==> src/rtl/flex_timer_pkg.sv <==
package flex_timer_pkg;
  typedef enum logic [2:0] {
    MODE_FREE   = 3'd0,
    MODE_EVENT  = 3'd1,
    MODE_ACCUM  = 3'd2,
    MODE_CAPT   = 3'd3,
    MODE_CAPRST = 3'd4,
    MODE_CMP    = 3'd5,
    MODE_PWM    = 3'd6,
    MODE_OFF    = 3'd7
  } modeT;

  typedef struct packed {
    logic step;
    logic capEdge;
    logic capClear;
    logic pwmMode;
  } strobeT;

  localparam int FLAG_N   = 4;
  localparam int FLAG_OVF = 0;
  localparam int FLAG_CAP = 1;
  localparam int FLAG_CA  = 2;
  localparam int FLAG_CB  = 3;

  localparam logic [2:0] ADDR_CFG  = 3'd0;
  localparam logic [2:0] ADDR_CNT  = 3'd1;
  localparam logic [2:0] ADDR_CMPA = 3'd2;
  localparam logic [2:0] ADDR_CMPB = 3'd3;
  localparam logic [2:0] ADDR_CAP  = 3'd4;
  localparam logic [2:0] ADDR_FLAG = 3'd5;
  localparam logic [2:0] ADDR_EN   = 3'd6;
endpackage

==> src/rtl/flex_timer_ctrl.sv <==
module flex_timer_ctrl
  import flex_timer_pkg::*;
#(
  parameter int CNT_W       = 16,
  parameter int PRE_W       = 8,
  parameter int SYNC_STAGES = 2
) (
  input  logic             clk,
  input  logic             rstN,
  input  logic             cfgWr,
  input  logic [CNT_W-1:0] cfgData,
  input  logic             evtPin,
  input  logic             capPin,
  input  logic             haltIn,
  output logic [CNT_W-1:0] cfgOut,
  output strobeT           stb
);
  localparam int PIN_N   = 2;
  localparam int DIV_LSB = 8;

  logic [CNT_W-1:0] cfgReg;
  logic [PRE_W-1:0] preCnt;
  logic [PIN_N-1:0] pinRaw, pinSync, pinPol, pinPrev, pinEdge;
  modeT             mode;
  logic             polSel, runBit, active, tick;
  logic [PRE_W-1:0] divVal;

  assign mode   = modeT'(cfgReg[2:0]);
  assign polSel = cfgReg[3];
  assign runBit = cfgReg[4];
  assign divVal = cfgReg[DIV_LSB +: PRE_W];
  assign cfgOut = cfgReg;
  assign pinRaw = {capPin, evtPin};

  always_ff @(posedge clk or negedge rstN)
    if (!rstN) cfgReg <= '0;
    else if (cfgWr) cfgReg <= cfgData;

  // per-pin synchronizer chain
  for (genvar g = 0; g < PIN_N; g++) begin : g_sync
    logic [SYNC_STAGES-1:0] shReg;
    always_ff @(posedge clk or negedge rstN)
      if (!rstN) shReg <= '0;
      else       shReg <= {shReg[SYNC_STAGES-2:0], pinRaw[g]};
    assign pinSync[g] = shReg[SYNC_STAGES-1];
  end

  assign pinPol  = pinSync ^ {PIN_N{polSel}};
  assign pinEdge = pinPol & ~pinPrev;

  always_ff @(posedge clk or negedge rstN)
    if (!rstN) pinPrev <= '0;
    else       pinPrev <= pinPol;

  assign active = runBit && !haltIn;
  assign tick   = active && (preCnt == divVal);

  always_ff @(posedge clk or negedge rstN)
    if (!rstN)       preCnt <= '0;
    else if (cfgWr)  preCnt <= '0;
    else if (active) preCnt <= tick ? '0 : preCnt + 1'b1;

  always_comb begin
    stb          = '0;
    stb.pwmMode  = (mode == MODE_PWM);
    stb.capClear = (mode == MODE_CAPRST);
    stb.capEdge  = active && pinEdge[1] &&
                   (mode == MODE_CAPT || mode == MODE_CAPRST);
    unique case (mode)
      MODE_EVENT: stb.step = active && pinEdge[0];
      MODE_ACCUM: stb.step = tick && pinPol[0];
      MODE_OFF:   stb.step = 1'b0;
      default:    stb.step = tick;
    endcase
  end


  halt_freeze_chk: assert property (@(posedge clk) disable iff (!rstN)
    haltIn |-> (!stb.step && !stb.capEdge));


  stopped_no_step_chk: assert property (@(posedge clk) disable iff (!rstN)
    !runBit |-> !stb.step);
endmodule

==> src/rtl/flex_timer_dp.sv <==
module flex_timer_dp
  import flex_timer_pkg::*;
#(
  parameter int CNT_W = 16
) (
  input  logic              clk,
  input  logic              rstN,
  input  logic              wrEn,
  input  logic [2:0]        wrAddr,
  input  logic [CNT_W-1:0]  wrData,
  input  strobeT            stb,
  output logic [CNT_W-1:0]  countOut,
  output logic [CNT_W-1:0]  cmpAOut,
  output logic [CNT_W-1:0]  cmpBOut,
  output logic [CNT_W-1:0]  capOut,
  output logic [FLAG_N-1:0] flagOut,
  output logic [FLAG_N-1:0] enOut,
  output logic              pwmOut,
  output logic              irq
);
  localparam logic [CNT_W-1:0] CNT_MAX = '1;

  logic [CNT_W-1:0]  count, cmpA, cmpB, capReg, nextCount;
  logic [FLAG_N-1:0] flagReg, enReg, setVec, clrVec;
  logic cntWr, advance, pwmWrap, capHit;

  assign cntWr     = wrEn && (wrAddr == ADDR_CNT);
  assign capHit    = stb.capEdge && stb.capClear;
  assign advance   = stb.step && !cntWr && !capHit;
  assign pwmWrap   = stb.pwmMode && (count == cmpB);
  assign nextCount = pwmWrap ? '0 : count + 1'b1;

  always_ff @(posedge clk or negedge rstN)
    if (!rstN)        count <= '0;
    else if (cntWr)   count <= wrData;
    else if (capHit)  count <= '0;
    else if (advance) count <= nextCount;

  always_ff @(posedge clk or negedge rstN)
    if (!rstN) begin
      cmpA  <= '0;
      cmpB  <= '0;
      enReg <= '0;
    end else if (wrEn) begin
      if (wrAddr == ADDR_CMPA) cmpA  <= wrData;
      if (wrAddr == ADDR_CMPB) cmpB  <= wrData;
      if (wrAddr == ADDR_EN)   enReg <= wrData[FLAG_N-1:0];
    end

  always_ff @(posedge clk or negedge rstN)
    if (!rstN)              capReg <= '0;
    else if (stb.capEdge)   capReg <= count;

  always_comb begin
    setVec           = '0;
    setVec[FLAG_OVF] = advance && !pwmWrap && (count == CNT_MAX);
    setVec[FLAG_CAP] = stb.capEdge;
    setVec[FLAG_CA]  = advance && (nextCount == cmpA);
    setVec[FLAG_CB]  = advance && (stb.pwmMode ? pwmWrap : (nextCount == cmpB));
    clrVec           = (wrEn && wrAddr == ADDR_FLAG) ? wrData[FLAG_N-1:0] : '0;
  end

  always_ff @(posedge clk or negedge rstN)
    if (!rstN) flagReg <= '0;
    else       flagReg <= (flagReg & ~clrVec) | setVec;

  always_ff @(posedge clk or negedge rstN)
    if (!rstN)             pwmOut <= 1'b0;
    else if (!stb.pwmMode) pwmOut <= 1'b0;
    else if (advance) begin
      if (pwmWrap)                  pwmOut <= 1'b1;
      else if (nextCount == cmpA)   pwmOut <= 1'b0;
    end

  assign irq      = |(flagReg & enReg);
  assign countOut = count;
  assign cmpAOut  = cmpA;
  assign cmpBOut  = cmpB;
  assign capOut   = capReg;
  assign flagOut  = flagReg;
  assign enOut    = enReg;


  ovf_from_max_chk: assert property (@(posedge clk) disable iff (!rstN)
    $rose(flagReg[FLAG_OVF]) |-> ($past(count) == CNT_MAX && count == '0));


  cap_only_on_edge_chk: assert property (@(posedge clk) disable iff (!rstN)
    (capReg != $past(capReg)) |-> $past(stb.capEdge));


  cmpa_match_chk: assert property (@(posedge clk) disable iff (!rstN)
    ($rose(flagReg[FLAG_CA]) && !$past(wrEn && wrAddr == ADDR_CMPA)) |-> (count == cmpA));


  pwm_rise_on_wrap_chk: assert property (@(posedge clk) disable iff (!rstN)
    $rose(pwmOut) |-> (count == '0 && $past(stb.pwmMode)));


  cnt_write_wins_chk: assert property (@(posedge clk) disable iff (!rstN)
    cntWr |=> (count == $past(wrData)));
endmodule

==> src/rtl/flex_timer.sv <==
module flex_timer
  import flex_timer_pkg::*;
#(
  parameter int CNT_W       = 16,
  parameter int PRE_W       = 8,
  parameter int SYNC_STAGES = 2
) (
  input  logic             clk,
  input  logic             rstN,
  input  logic             wrEn,
  input  logic [2:0]       wrAddr,
  input  logic [CNT_W-1:0] wrData,
  input  logic [2:0]       rdAddr,
  output logic [CNT_W-1:0] rdData,
  input  logic             evtPin,
  input  logic             capPin,
  input  logic             haltIn,
  output logic             pwmOut,
  output logic             irq
);
  localparam int PAD_W = CNT_W - FLAG_N;

  strobeT            stb;
  logic [CNT_W-1:0]  cfgVal, countVal, cmpAVal, cmpBVal, capVal;
  logic [FLAG_N-1:0] flagVal, enVal;

  flex_timer_ctrl #(.CNT_W(CNT_W), .PRE_W(PRE_W), .SYNC_STAGES(SYNC_STAGES)) u_ctrl (
    .clk(clk), .rstN(rstN),
    .cfgWr(wrEn && wrAddr == ADDR_CFG), .cfgData(wrData),
    .evtPin(evtPin), .capPin(capPin), .haltIn(haltIn),
    .cfgOut(cfgVal), .stb(stb)
  );

  flex_timer_dp #(.CNT_W(CNT_W)) u_dp (
    .clk(clk), .rstN(rstN),
    .wrEn(wrEn), .wrAddr(wrAddr), .wrData(wrData), .stb(stb),
    .countOut(countVal), .cmpAOut(cmpAVal), .cmpBOut(cmpBVal),
    .capOut(capVal), .flagOut(flagVal), .enOut(enVal),
    .pwmOut(pwmOut), .irq(irq)
  );

  always_comb
    unique case (rdAddr)
      ADDR_CFG:  rdData = cfgVal;
      ADDR_CNT:  rdData = countVal;
      ADDR_CMPA: rdData = cmpAVal;
      ADDR_CMPB: rdData = cmpBVal;
      ADDR_CAP:  rdData = capVal;
      ADDR_FLAG: rdData = {{PAD_W{1'b0}}, flagVal};
      ADDR_EN:   rdData = {{PAD_W{1'b0}}, enVal};
      default:   rdData = '0;
    endcase
endmodule

==> config.mk <==
export PLATFORM = sky130hd
export DESIGN_NAME = flex_timer
export DESIGN_NICKNAME = d
export VERILOG_FILES = /design/src/rtl/flex_timer_pkg.sv /design/src/rtl/flex_timer_ctrl.sv /design/src/rtl/flex_timer_dp.sv /design/src/rtl/flex_timer.sv
export SDC_FILE = /design/constraint.sdc
export NUM_CORES = 1
export LEC_CHECK = 0
export ABC_AREA = 1
export CAP_MARGIN = 20
export CORE_ASPECT_RATIO = 0.5
export CORE_UTILIZATION = 45
export DETAILED_ROUTE_END_ITERATION = 12
export PLACE_DENSITY_LB_ADDON = 0.12
export SYNTH_ARGS = -nofsm -noshare
export SYNTH_HDL_FRONTEND = slang
export SYNTH_HIERARCHICAL = 1
export SYNTH_SLANG_ARGS = --single-unit
export TNS_END_PERCENT = 20
==> constraint.sdc <==
create_clock -name clk -period 6.24 [get_ports clk]
set_clock_uncertainty 0.15 [all_clocks]
set_input_delay 1.248 -clock clk [delete_from_list [all_inputs] [get_ports clk]]
set_output_delay 1.248 -clock clk [all_outputs]
set_load 0.05 [all_outputs]
==> flow_summary.rst <==
.. list-table::
   :header-rows: 1

   * - Metric
     - Value
   * - Run status
     - finished, final reports clean
   * - Worst Setup Path Type
     - input pin to output port
   * - Final Instance Area
     - ~7600 µm²
   * - Clk Tree Root Cell
     - clkbuf_16
   * - Flip-flop and latch count after synthesis
     - 103
   * - Met3 layer usage reported by global route
     - 0.109
   * - Static Leak
     - roughly 4 nW
   * - RR Startpoint
     - u_ctrl/cfgOut[2]$_DFFE_PN0P_
   * - Final-layout setup total negative slack
     - 0 ns
   * - Power per cell area
     - around 400 nW/µm²
   * - CTS tree
     - built
   * - Routing usage on met2
     - 0.345
   * - Tightest Pin Transition
     - 0.988 ns
   * - Gate count after technology mapping
     - roughly 1000
   * - Share of async-settable or async-resettable flops after synthesis
     - 1.00
   * - Final slew viol count
     - 0
   * - Post-route insts no fill
     - 1200
   * - Core utilization of the finished layout
     - 0.546
   * - Die footprint
     - 15200 µm²
   * - Top FF cell, synth
     - dfrtp_1
   * - Residual DRC
     - 0
   * - Area delta synth->final
     - 15.3%
   * - Critical Path Sink Type
     - output port
   * - Post-route antenna net violation count
     - 0
   * - CTS HTree Levels
     - 3
   * - End of the worst register-to-register path
     - u_dp/countOut[15]$_DFFE_PN0P_
   * - Post-CTS setup-driven buffer insertion count
     - 0
   * - Clock-pin slew reported for the worst setup and hold paths after clock tree synthesis
     - 0.07 ns
   * - Element type at the critical path start
     - input pin
   * - Post-route fraction of the period consumed by the critical path
     - 0.744
   * - Capture point of the critical path
     - rdData[13]
   * - Share of the synthesized area in the top cell type
     - 0.390
   * - Worst-case vdd ir drop
     - about 0.17 mV
   * - Total routed wirelength
     - roughly 21000 µm
   * - Number of vias in the routed layout
     - between 6000 and 7000
   * - RSZ-0062 raised after global routing
     - false
   * - Class of the tightest hold or removal check
     - flip-flop to flip-flop
   * - Setup crit start
     - rdAddr[2]
   * - Layout filler cell count
     - 1342
   * - Hold path startpoint
     - u_ctrl/g_sync[0].shReg[0]$_DFF_PN0_
   * - Ant. Diodes
     - 0
   * - Global route overflow
     - 0
   * - Post-cts sizing count
     - 0
   * - Share of the yosys chip area belonging to registers
     - 0.390
   * - Largest cells by area after synthesis
     - dfrtp_1, nand2_1, o21ai_0
   * - Ys Warns
     - 6
   * - Number of setup violations in the final report
     - 0
   * - Cells on worst reg2reg path
     - 12
   * - First DRT Iteration DRCs
     - just under 1000
   * - Post-route total power
     - 3.03 mW
   * - TritonRoute pass-1 iters
     - 5
   * - Routed length per placed instance
     - roughly 18 µm
   * - Number of top-level design ports
     - 46
   * - Effective utilization at floorplan
     - 0.474
   * - Flop2flop setup slack
     - approximately 3.2 ns
   * - Count of buffers from port buffering
     - 45
   * - Global routing met1 resource utilization
     - 0.472
   * - Horiz. Die Dim
     - approximately 170 µm
   * - Data arrival at the endpoint of the critical path
     - about 3.3 ns
   * - Hold Violations, Final
     - 0
   * - Vertical extent of the die
     - approximately 88 µm
   * - Buffer depth of the longest clock path
     - 2
   * - Post-synth EDFFs
     - 0
   * - Nets
     - a little over 1000
   * - Yosys cell types
     - 32
   * - Peak clock frequency supported by timing
     - 215 MHz
   * - Cell Area, Placed
     - 7270 µm²
   * - Avg Synthesized Cell Area
     - approximately 6.7 µm²
   * - Area of the mapped netlist
     - 6600 µm²
   * - Fraction of final layout cells with drive strength greater than 1
     - 0.0754
   * - Syn_nets
     - between 1000 and 1500
   * - HPWL after detailed placement
     - about 17000 µm
   * - Number of hold-repair buffers added at the cts stage
     - 0
   * - Final setup margin
     - 1.60 ns
   * - Initial antenna violation count
     - 0
   * - Global-route usage over all layers
     - 0.289
   * - Vias in the first global route
     - ~5600
   * - Number of buffers created by CTS
     - 9
   * - First-pass GRT wire length
     - around 33000 µm
   * - Busiest layer in global routing
     - met1
   * - Data required, critical path
     - about 4.8 ns
   * - Highest-count cells in the layout ignoring fill and taps
     - nand2_1, dfrtp_1, inv_1
   * - Row Count
     - 30
   * - Number of max-cap violations
     - 0
   * - Place WS
     - around 1.6 ns
   * - Maximum net fanout on the critical path
     - 50
   * - Worst rel slew slack
     - 0.340
   * - Largest area contributor in the synthesized netlist
     - dfrtp_1
   * - Final hold slack
     - approximately 0.21 ns
   * - Most common library cell in the layout ignoring fill and taps
     - nand2_1
   * - Largest net degree at the start of global routing
     - 60
   * - Vias per std cell
     - between 5 and 6
   * - Area of the core
     - about 14000 µm²
   * - Clock latency of the later-clocked register in the worst-skew pair
     - 0.35 ns
   * - Clock sinks
     - ~100
   * - Routability-driven placement congestion ratio
     - 0.951
   * - Placed cells
     - roughly 1200
   * - Time the final worst path needs with I/O delays and setup
     - roughly 4.6 ns
[cell type report]
| cell class | count | area [µm²] | area share |
|---|---|---|---|
| clock buffer | 9 | 225 | 0.0296 |
| clock inverter | 7 | 91.3 | 0.0120 |
| inverter | 108 | 405 | 0.0533 |
| timing repair buffer | 54 | 671 | 0.0881 |
| multi-input combinational | 727 | 3400 | 0.447 |
| sequential | 103 | 2580 | 0.339 |
| tap | 192 | 240 | 0.0316 |
[routing by layer]
metal | part of all wire | wire (µm) | up-vias
met5 | 0 | 0 | -
met4 | 0.0055 | 116 | 0
met3 | 0.14 | 2990 | 10
met2 | 0.34 | 7220 | 297
met1 | 0.51 | 10900 | 3063
li1 | - | - | 3182
[worst max-delay path, cell delays in order]
cell and delay [ns]:
clkdlybuf4s50_1 0.40, buf_4 0.22, inv_2 0.56, nand3_2 0.21, inv_2 0.24, nand2_1 0.08
nand2_1 0.13, buf_12 0.14
[cells in the mapped netlist, types with 7 or more instances]
library cell	number
a31oi_1	16
buf_2	17
inv_1	95
inv_2	12
nand4_1	47
nor2_1	94
clkbuf_1	14
nand3_1	65
xor2_1	25
nand3b_1	13
nor2_2	7
dfrtp_1	103
o21ai_0	75
nand2_1	355
[sequential cells by signal, indices dropped and copies added, names as in the netlist, 4 cells and up]
signal / flops
u_dp/cmpBOut: 16
u_dp/cmpAOut: 16
u_dp/flagOut: 4
u_ctrl/g_sync.shReg: 4
u_dp/enOut: 4
u_ctrl/preCnt: 8
u_ctrl/cfgOut: 16
u_dp/capOut: 16
u_dp/countOut: 16
[worst min-delay path by stage]
stage | end | cells past startpoint
3_3_place_gp | u_ctrl/g_sync[1].shReg[1]$_DFF_PN0_ | 0
3_5_place_dp | u_ctrl/g_sync[1].shReg[1]$_DFF_PN0_ | 0
2_1_floorplan | u_ctrl/g_sync[0].shReg[1]$_DFF_PN0_ | 0
5_1_grt | u_ctrl/g_sync[1].shReg[1]$_DFF_PN0_ | 0
4_1_cts | u_ctrl/g_sync[1].shReg[1]$_DFF_PN0_ | 0
6_report | u_ctrl/g_sync[0].shReg[1]$_DFF_PN0_ | 0
[power by group]
part,total [mW],internal [mW],switching (mW)
clock,0.593,0.322,0.271
combinational,1.25,0.470,0.776
sequential,1.19,0.850,0.336
total,3.03,1.64,1.38
[kinds of logic after synthesis]
group | synth area share
AO/OA/AOI/OAI | 0.0777
AND/OR/NAND/NOR | 0.397
adder cells (fa/ha/maj) | 0.00379
XOR/XNOR | 0.0358
buffers and inverters | 0.0957
flip-flops | 0.390
Power figures use the tool's default switching activity.
